`src/rtl/memstg_pkg.sv`:
```
package memstg_pkg;

    typedef enum logic [0:0] {
        ST_IDLE   = 1'b0,
        ST_ACCESS = 1'b1
    } memstg_state_e;

    typedef enum logic [0:0] {
        SZ_BYTE = 1'b0,
        SZ_WORD = 1'b1
    } memstg_size_e;

    localparam int unsigned LANE_W = 8;

endpackage

```
`src/rtl/memstg_ctrl.sv`:
```
module memstg_ctrl
    import memstg_pkg::*;
(
    input  logic clk,
    input  logic rst_n,
    input  logic start_i,
    input  logic rdy_i,
    output logic busy_o,
    output logic latch_o,
    output logic complete_o,
    output logic done_o
);

    memstg_state_e state_q;
    memstg_state_e state_d;
    logic          done_q;

    // state register
    always_ff @(posedge clk) begin
        if (!rst_n) begin
            state_q <= ST_IDLE;
            done_q  <= 1'b0;
        end else begin
            state_q <= state_d;
            done_q  <= complete_o;
        end
    end

    // next state and strobes
    always_comb begin
        state_d    = state_q;
        latch_o    = 1'b0;
        complete_o = 1'b0;
        unique case (state_q)
            ST_IDLE: begin
                if (start_i) begin
                    latch_o = 1'b1;          // launch
                    state_d = ST_ACCESS;
                end
            end
            ST_ACCESS: begin
                if (rdy_i) begin
                    complete_o = 1'b1;       // finish
                    state_d    = ST_IDLE;
                end                          // else hold
            end
            default: state_d = ST_IDLE;
        endcase
    end

    assign busy_o = (state_q == ST_ACCESS);
    assign done_o = done_q;

endmodule

```
`src/rtl/memstg_mar.sv`:
```
module memstg_mar
    import memstg_pkg::*;
#(
    parameter int unsigned ADDR_W = 16,
    parameter int unsigned DATA_W = 16,
    parameter int unsigned STN_W  = 1
) (
    input  logic              clk,
    input  logic              rst_n,
    input  logic              latch_i,
    input  logic              busy_i,
    input  logic [ADDR_W-1:0] addr_i,
    input  logic              wr_i,
    input  memstg_size_e      size_i,
    input  logic [STN_W-1:0]  stn_i,
    input  logic [DATA_W-1:0] opnd_i,
    output logic [ADDR_W-1:0] mem_addr_o,
    output logic              mem_we_o,
    output logic              mem_re_o,
    output logic              mem_byte_o,
    output logic [DATA_W-1:0] mem_wdata_o,
    output logic              wr_o,
    output memstg_size_e      size_o,
    output logic [STN_W-1:0]  stn_o
);

    localparam int unsigned HI_W = DATA_W - LANE_W;

    logic [ADDR_W-1:0] addr_q;
    logic              wr_q;
    memstg_size_e      size_q;
    logic [STN_W-1:0]  stn_q;
    logic [DATA_W-1:0] wdata_q;
    logic [DATA_W-1:0] wdata_d;

    // place store data on the lanes at capture time
    always_comb begin
        if (size_i == SZ_WORD) begin
            wdata_d = opnd_i;
        end else begin
            wdata_d = {{HI_W{1'b0}}, opnd_i[LANE_W-1:0]};
        end
    end

    always_ff @(posedge clk) begin
        if (!rst_n) begin
            addr_q  <= '0;
            wr_q    <= 1'b0;
            size_q  <= SZ_BYTE;
            stn_q   <= '0;
            wdata_q <= '0;
        end else if (latch_i) begin
            addr_q  <= addr_i;
            wr_q    <= wr_i;
            size_q  <= size_i;
            stn_q   <= stn_i;
            wdata_q <= wdata_d;
        end
    end

    assign mem_addr_o  = addr_q;
    assign mem_we_o    = busy_i && wr_q;
    assign mem_re_o    = busy_i && !wr_q;
    assign mem_byte_o  = busy_i && (size_q == SZ_BYTE);
    assign mem_wdata_o = wdata_q;
    assign wr_o        = wr_q;
    assign size_o      = size_q;
    assign stn_o       = stn_q;

endmodule

```
`src/rtl/memstg_tmpbank.sv`:
```
module memstg_tmpbank
    import memstg_pkg::*;
#(
    parameter int unsigned DATA_W  = 16,
    parameter int unsigned NUM_STN = 2,
    parameter int unsigned STN_W   = 1
) (
    input  logic                      clk,
    input  logic                      rst_n,
    input  logic                      complete_i,
    input  logic                      wr_i,
    input  memstg_size_e              size_i,
    input  logic [STN_W-1:0]          stn_i,
    input  logic [DATA_W-1:0]         rdata_i,
    output logic [NUM_STN*DATA_W-1:0] tmp_bank_o
);

    localparam int unsigned HI_W = DATA_W - LANE_W;

    logic [DATA_W-1:0] load_val;
    logic              load_en;

    always_comb begin
        if (size_i == SZ_WORD) begin
            load_val = rdata_i;
        end else begin
            load_val = {{HI_W{1'b0}}, rdata_i[LANE_W-1:0]};
        end
    end

    assign load_en = complete_i && !wr_i;

    for (genvar g = 0; g < NUM_STN; g++) begin : g_stn
        logic [DATA_W-1:0] tmp_q;
        always_ff @(posedge clk) begin
            if (!rst_n) begin
                tmp_q <= '0;
            end else if (load_en && (stn_i == STN_W'(g))) begin
                tmp_q <= load_val;
            end
        end
        assign tmp_bank_o[g*DATA_W +: DATA_W] = tmp_q;
    end

endmodule

```
`src/rtl/mem_stage.sv`:
```
module mem_stage
    import memstg_pkg::*;
#(
    parameter int unsigned ADDR_W  = 16,
    parameter int unsigned DATA_W  = 16,
    parameter int unsigned NUM_STN = 2,
    localparam int unsigned STN_W  = (NUM_STN > 1) ? $clog2(NUM_STN) : 1
) (
    input  logic                      clk,
    input  logic                      rst_n,
    input  logic                      start_i,
    input  logic [ADDR_W-1:0]         start_addr_i,
    input  logic                      start_wr_i,
    input  logic                      start_word_i,
    input  logic [STN_W-1:0]          start_stn_i,
    input  logic [DATA_W-1:0]         store_opnd_i,
    output logic                      busy_o,
    output logic                      done_o,
    output logic [ADDR_W-1:0]         mem_addr_o,
    output logic                      mem_re_o,
    output logic                      mem_we_o,
    output logic                      mem_byte_o,
    output logic [DATA_W-1:0]         mem_wdata_o,
    input  logic [DATA_W-1:0]         mem_rdata_i,
    input  logic                      mem_rdy_i,
    output logic [NUM_STN*DATA_W-1:0] tmp_bank_o
);

    logic             latch;
    logic             complete;
    logic             wr_q;
    memstg_size_e     size_q;
    logic [STN_W-1:0] stn_q;

    memstg_ctrl u_ctrl (
        .clk        (clk),
        .rst_n      (rst_n),
        .start_i    (start_i),
        .rdy_i      (mem_rdy_i),
        .busy_o     (busy_o),
        .latch_o    (latch),
        .complete_o (complete),
        .done_o     (done_o)
    );

    memstg_mar #(
        .ADDR_W (ADDR_W),
        .DATA_W (DATA_W),
        .STN_W  (STN_W)
    ) u_mar (
        .clk         (clk),
        .rst_n       (rst_n),
        .latch_i     (latch),
        .busy_i      (busy_o),
        .addr_i      (start_addr_i),
        .wr_i        (start_wr_i),
        .size_i      (memstg_size_e'(start_word_i)),
        .stn_i       (start_stn_i),
        .opnd_i      (store_opnd_i),
        .mem_addr_o  (mem_addr_o),
        .mem_we_o    (mem_we_o),
        .mem_re_o    (mem_re_o),
        .mem_byte_o  (mem_byte_o),
        .mem_wdata_o (mem_wdata_o),
        .wr_o        (wr_q),
        .size_o      (size_q),
        .stn_o       (stn_q)
    );

    memstg_tmpbank #(
        .DATA_W  (DATA_W),
        .NUM_STN (NUM_STN),
        .STN_W   (STN_W)
    ) u_tmp (
        .clk        (clk),
        .rst_n      (rst_n),
        .complete_i (complete),
        .wr_i       (wr_q),
        .size_i     (size_q),
        .stn_i      (stn_q),
        .rdata_i    (mem_rdata_i),
        .tmp_bank_o (tmp_bank_o)
    );

endmodule

```
`config.mk`:
```
export PLATFORM = sky130hd
export DESIGN_NAME = mem_stage
export DESIGN_NICKNAME = d
export VERILOG_FILES = /design/src/rtl/memstg_pkg.sv /design/src/rtl/memstg_ctrl.sv /design/src/rtl/memstg_mar.sv /design/src/rtl/memstg_tmpbank.sv /design/src/rtl/mem_stage.sv
export SDC_FILE = /design/constraint.sdc
export NUM_CORES = 1
export LEC_CHECK = 0
export ABC_AREA = 0
export BUFFER_PORTS_ARGS = -buffer_cell sky130_fd_sc_hd__clkbuf_2
export CAP_MARGIN = 40
export CORE_UTILIZATION = 34
export CTS_BUF_LIST = sky130_fd_sc_hd__clkbuf_2 sky130_fd_sc_hd__clkbuf_4 sky130_fd_sc_hd__clkbuf_8
export DETAILED_ROUTE_END_ITERATION = 10
export PLACE_DENSITY_LB_ADDON = 0.15
export SETUP_SLACK_MARGIN = 0.15
export SYNTH_ARGS = -nofsm -noshare
export SYNTH_HDL_FRONTEND = slang
export SYNTH_SLANG_ARGS = --single-unit
```
`constraint.sdc`:
```
create_clock -name clk -period 1.1 [get_ports clk]
set_input_delay 0.165 -clock clk [delete_from_list [all_inputs] [get_ports clk]]
set_output_delay 0.165 -clock clk [all_outputs]
set_load 0.02 [all_outputs]
```
# [After elaboration in Yosys (flattened, before gate mapping)]
# Index checks and enable logic that the tools add are counted.
[classes] n_mux=8 bitwise=3 reduce_logical=7
[ops] cell="16-bit two-way mux" count=2
[ops] cell="1-bit logical AND" count=6
[ops] cell="1-bit two-way mux" count=5
[ops] cell="1-bit NOT" count=3
[ops] cell="1-bit case mux with 2 select lines" count=1
[ops] cell="1-bit logical NOT" count=1
[word_totals] register_bits=69 in_bits=55 out_inout_bits=69 elab_cells=27

# [Depth between registers and ports, before layout]
[logic_depth] depth_word=4 ltp_mapped=5 ltp_nobuf=3

# [Hierarchy]
# A second synthesis with hierarchy kept.
[unflattened] cells_unflattened=257 hier_area_um2=2705.1
[modules_own_cells] module="memstg_mar" n_inst=1 cells_per_inst=126 area_each_um2=1375.1 seq_area_each_um2=700.7
[modules_own_cells] module="memstg_tmpbank" n_inst=1 cells_per_inst=124 area_each_um2=1257.5 seq_area_each_um2=640.6
[modules_own_cells] module="memstg_ctrl" n_inst=1 cells_per_inst=7 area_each_um2=72.6 seq_area_each_um2=40.0

# [Least setup slack after synthesis]
# No wires, ideal clock.
[synth_timing] path_kind="register to register" start="register u_ctrl.state_q (netlist: u_ctrl.busy_o)" end="register u_tmp.g_stn[0].tmp_q[10]" setup_ns=0.128 arrival_time_ns=1.073 slack_ns=-0.101 path_stages_with_launch=5 path_buffers=1 synth_period_minus_slack_ns=1.201 cell_sequence="dfxtp_1 nand4bb_1 buf_2 nand3_1 o21ai_0"
[synth_between] elab_chain_len=3
[synth_lines] element="from (decl)" line="memstg_ctrl.sv:14" text="memstg_state_e state_q;"
[synth_lines] element="from (signal assigned)" line="memstg_ctrl.sv:24" text="state_q <= state_d;"
[synth_lines] element="1-bit two-way mux" line="memstg_ctrl.sv:34" text="unique case (state_q)"
[synth_lines] element="1-bit logical AND" line="memstg_tmpbank.sv:31" text="assign load_en = complete_i && !wr_i;"
[synth_lines] element="1-bit logical AND" line="memstg_tmpbank.sv:38" text="end else if (load_en && (stn_i == STN_W'(g))) begin"
[synth_lines] element="to (signal assigned)" line="memstg_tmpbank.sv:39" text="tmp_q <= load_val;"
[synth_lines] element="to (decl)" line="memstg_tmpbank.sv:34" text="logic [DATA_W-1:0] tmp_q;"
# Every way passes these cells.
# A chain may end at the register's enable or synchronous reset.

# [Final worst setup path]
[layout_timing] start="register u_ctrl.state_q (netlist: u_ctrl.busy_o)" end="register u_mar.wdata_q[3] (netlist: u_mar.mem_wdata_o[3])"
[layout_between] elab_chain_len=1
[layout_lines] element="1-bit two-way mux" line="memstg_ctrl.sv:34"
[layout_lines] element="to (signal assigned)" line="memstg_mar.sv:57" text="wdata_q <= wdata_d;"
[layout_lines] element="to (decl)" line="memstg_mar.sv:33" text="logic [DATA_W-1:0] wdata_q;"
# Every way passes these cells.

==> run_results.csv <==
group,metric,value,unit
cts,numCtsBuffers,9,
cts,cts_buffer_depth,2,
setup_path,critical_path_class,"register to register",
timing,hold_viol,0,
routing,routed_wl,8.92,mm
grt,grt_max_degree,35,
cells_and_area,final_util,74.7,%
power_and_ir_drop,p_per_area,1160,mW/mm2
power_and_ir_drop,ir_worst_vdd,0.000800,V
cts,clock-root-buffer,"clkbuf_8",
power_and_ir_drop,power,6.03,mW
worst_hold_path,min_path_type,"input port to register",
placed_design,gp_congestion,0.775,
power_and_ir_drop,p_leak,2.18,nW
setup_path,slowest_delay,0.36,ns
cts,cts.sinks,69,
timing,period_share,113,%
floorplanning,io_pins,124,
cells_and_area,nets,506,
timing,setup_viol,70,
routing,vias,2660,
setup_path,slowest_stage,"dfxtp_4",
grt,antenna_found_initial,0,
timing,report.final.slew_viol_count,0,
setup_path,worst-path-buf-inv,3,
routing,drt-initial-drc-count,107,
run_status,run_status,"finished with violations",
setup_path,worst-path-max-fanout,8,
logic_synthesis,post-synth-top-count-cell,"nand2_1",
timing,fin_setup_tns,-5.78,ns
grt,grt.total_usage,19.5,%
logic_synthesis,yosysWarnings,0,
run_status,violations,"setup timing",
timing,hold_slack,0.0303,ns
grt,grt-ovfl-total,0,
logic_synthesis,synth_fp_nets,344,
timing,rsz0062_at_grt,"true",
setup_path,critical_path.top_delay_family,"buffers and inverters",
grt,grt_pass1_wl,11.4,mm
setup_path,worstPathRequired,1.37,ns
logic_synthesis,yosys.area.top_type_share,54.9,%
logic_synthesis,yosys_register_bits,69,
timing,setup_ws,-0.144,ns
routing,ant_nets,0,
cells_and_area,area_growth,107,%
floorplanning,design.core.area,0.00698,mm2
logic_synthesis,netlist_instances,289,
setup_path,start_kind,"register",
timing,slew-limit-headroom,81.2,%
floorplanning,fp-row-count,30,
setup_path,path_cells,"buf_6 -> nor2b_4 -> buf_12 -> clkbuf_16 -> nand2_1 -> a21boi_1",
routing,drc,0,
logic_synthesis,synth.distinct_cells,17,
cts,cts_max_level,3,
cells_and_area,drive_above_1_share,72.4,%
grt,grt_pass1_vias,2419,
cells_and_area,antenna-diode-count,0,
logic_synthesis,ys_top_cells_by_count,"nand2_1 (70), dfxtp_1 (69), nand3_1 (48), o21ai_0 (32), a21boi_1 (22)",
cts,clk_pin_slew,0.08,ns
placed_design,port_buffers,123,
setup_path,end_kind,"register",
cells_and_area,final-seq-area,0.00147,mm2
logic_synthesis,syn_avg_cell_area,8.70,um2
floorplanning,die_h,88.0,um
cells_and_area,multi_input_area,0.00141,mm2
logic_synthesis,synth_area,0.00251,mm2
placed_design,place_worst_setup_slack,0.00283,ns
timing,worst_pin_slew,0.282,ns
logic_synthesis,synth_ff_type,"dfxtp_1",
logic_synthesis,synthTopCellsByArea,"dfxtp_1 (55%), nand2_1 (10%), nand3_1 (9.6%)",
cts,cts_tree,"built",
floorplanning,die_w,88.0,um
placed_design,hpwl,4.18,mm
timing,fmax,804,MHz
cts,clock_latency,0.34,ns
logic_synthesis,synthArstFlopShare,0,%
floorplanning,start_util,36.0,%
timing,clock_skew,0.0120,ns
floorplanning,dieArea,0.00774,mm2
logic_synthesis,synth.largest_area_cell,"dfxtp_1",
run,drv_cap,0,
setup_path,worst_ep_arrival_time,1.51,ns
routing,routed_via_density,4.82,
routing,post_drt_wl_per_cell,16.2,um
timing,period_minus_slack,1.24,ns
logic_synthesis,synth_edf_count,0,
logic_synthesis,synth_seq_area_share,54.9,%
cells_and_area,fillers,465,
routing,firstDrtPassIters,4,
[tightest hold or removal path: stages]
cell,delay (ns)
clkbuf_2,0.08
nand2_1,0.05
a21boi_1,0.05
[metal layers]
layer,vias to the layer above,track usage (%),share of wire (%)
li1,1302,-,-
met1,1257,22.3,42
met2,89,33.7,52
met3,12,6.97,4.8
met4,0,6.71,1.2
met5,-,0,0
[per-stage QoR]
stage / instance area, um2 / instances
floorplan: 2540 / 289
global placement: 3270 / 493
detailed placement: 3270 / 493
CTS: 4540 / 528
global route: 5220 / 552
finish: 5220 / 552
[area by class of cell]
cell class	count	share of cell area, %
well taps	96	2.30
repair buffers	176	38.3
multi-input cells	195	27.0
clock buffers	12	3.17
flip-flops and latches	69	28.2
clock inverters	4	1.03
[kinds of logic after synthesis]
| family | share of synthesized area, % |
|---|---|
| AND/OR/NAND/NOR | 22.5 |
| flip-flops | 54.9 |
| buffers and inverters | 5.42 |
| AO/OA/AOI/OAI | 17.1 |
[state kept, by name (all words and copies together), names as in the netlist]
signal,cells
u_mar.mem_addr_o,16
u_mar.stn_o,1
u_ctrl.busy_o,1
u_mar.mem_wdata_o,16
u_tmp.g_stn.tmp_q,32
u_mar.wr_o,1
u_ctrl.done_o,1
u_mar.size_o,1
[worst paths after layout]
check | start | endpoint | slack (ns) | cells past startpoint
min | start_addr_i[1] | u_mar.mem_addr_o[1] | 0.03 | 3
min reg2reg | u_mar.mem_addr_o[3] | u_mar.mem_addr_o[3] | 0.46 | 2
max | u_ctrl.busy_o | u_mar.mem_wdata_o[3] | -0.14 | 6
max reg2reg | u_ctrl.busy_o | u_mar.mem_wdata_o[3] | -0.14 | 6
[placed cells by master, fill, tap and decap left out, drive strengths merged]
cell,instances
and3,1
clkinvlp,2
nand4b,1
inv,1
clkbuf,74
buf,114
a21boi,36
nand2,70
nand3,48
nand4bb,1
nand2b,2
bufinv,1
and2,1
nor2b,3
dfxtp,69
o21ai,32
[what timing repair did]
action	CTS	global route
resized for setup	258	141
setup endpoints to repair	137	137
gates cloned	4	7
pin swaps	21	43
hold buffers	0	0
buffers inserted	15	17
[where the power goes]
part	switching (mW)	internal (mW)
Combinational	0.514	0.608
Sequential	0.0812	2.60
Clock	0.988	1.24
Total	1.58	4.45
(Power assumes the default switching activity.)
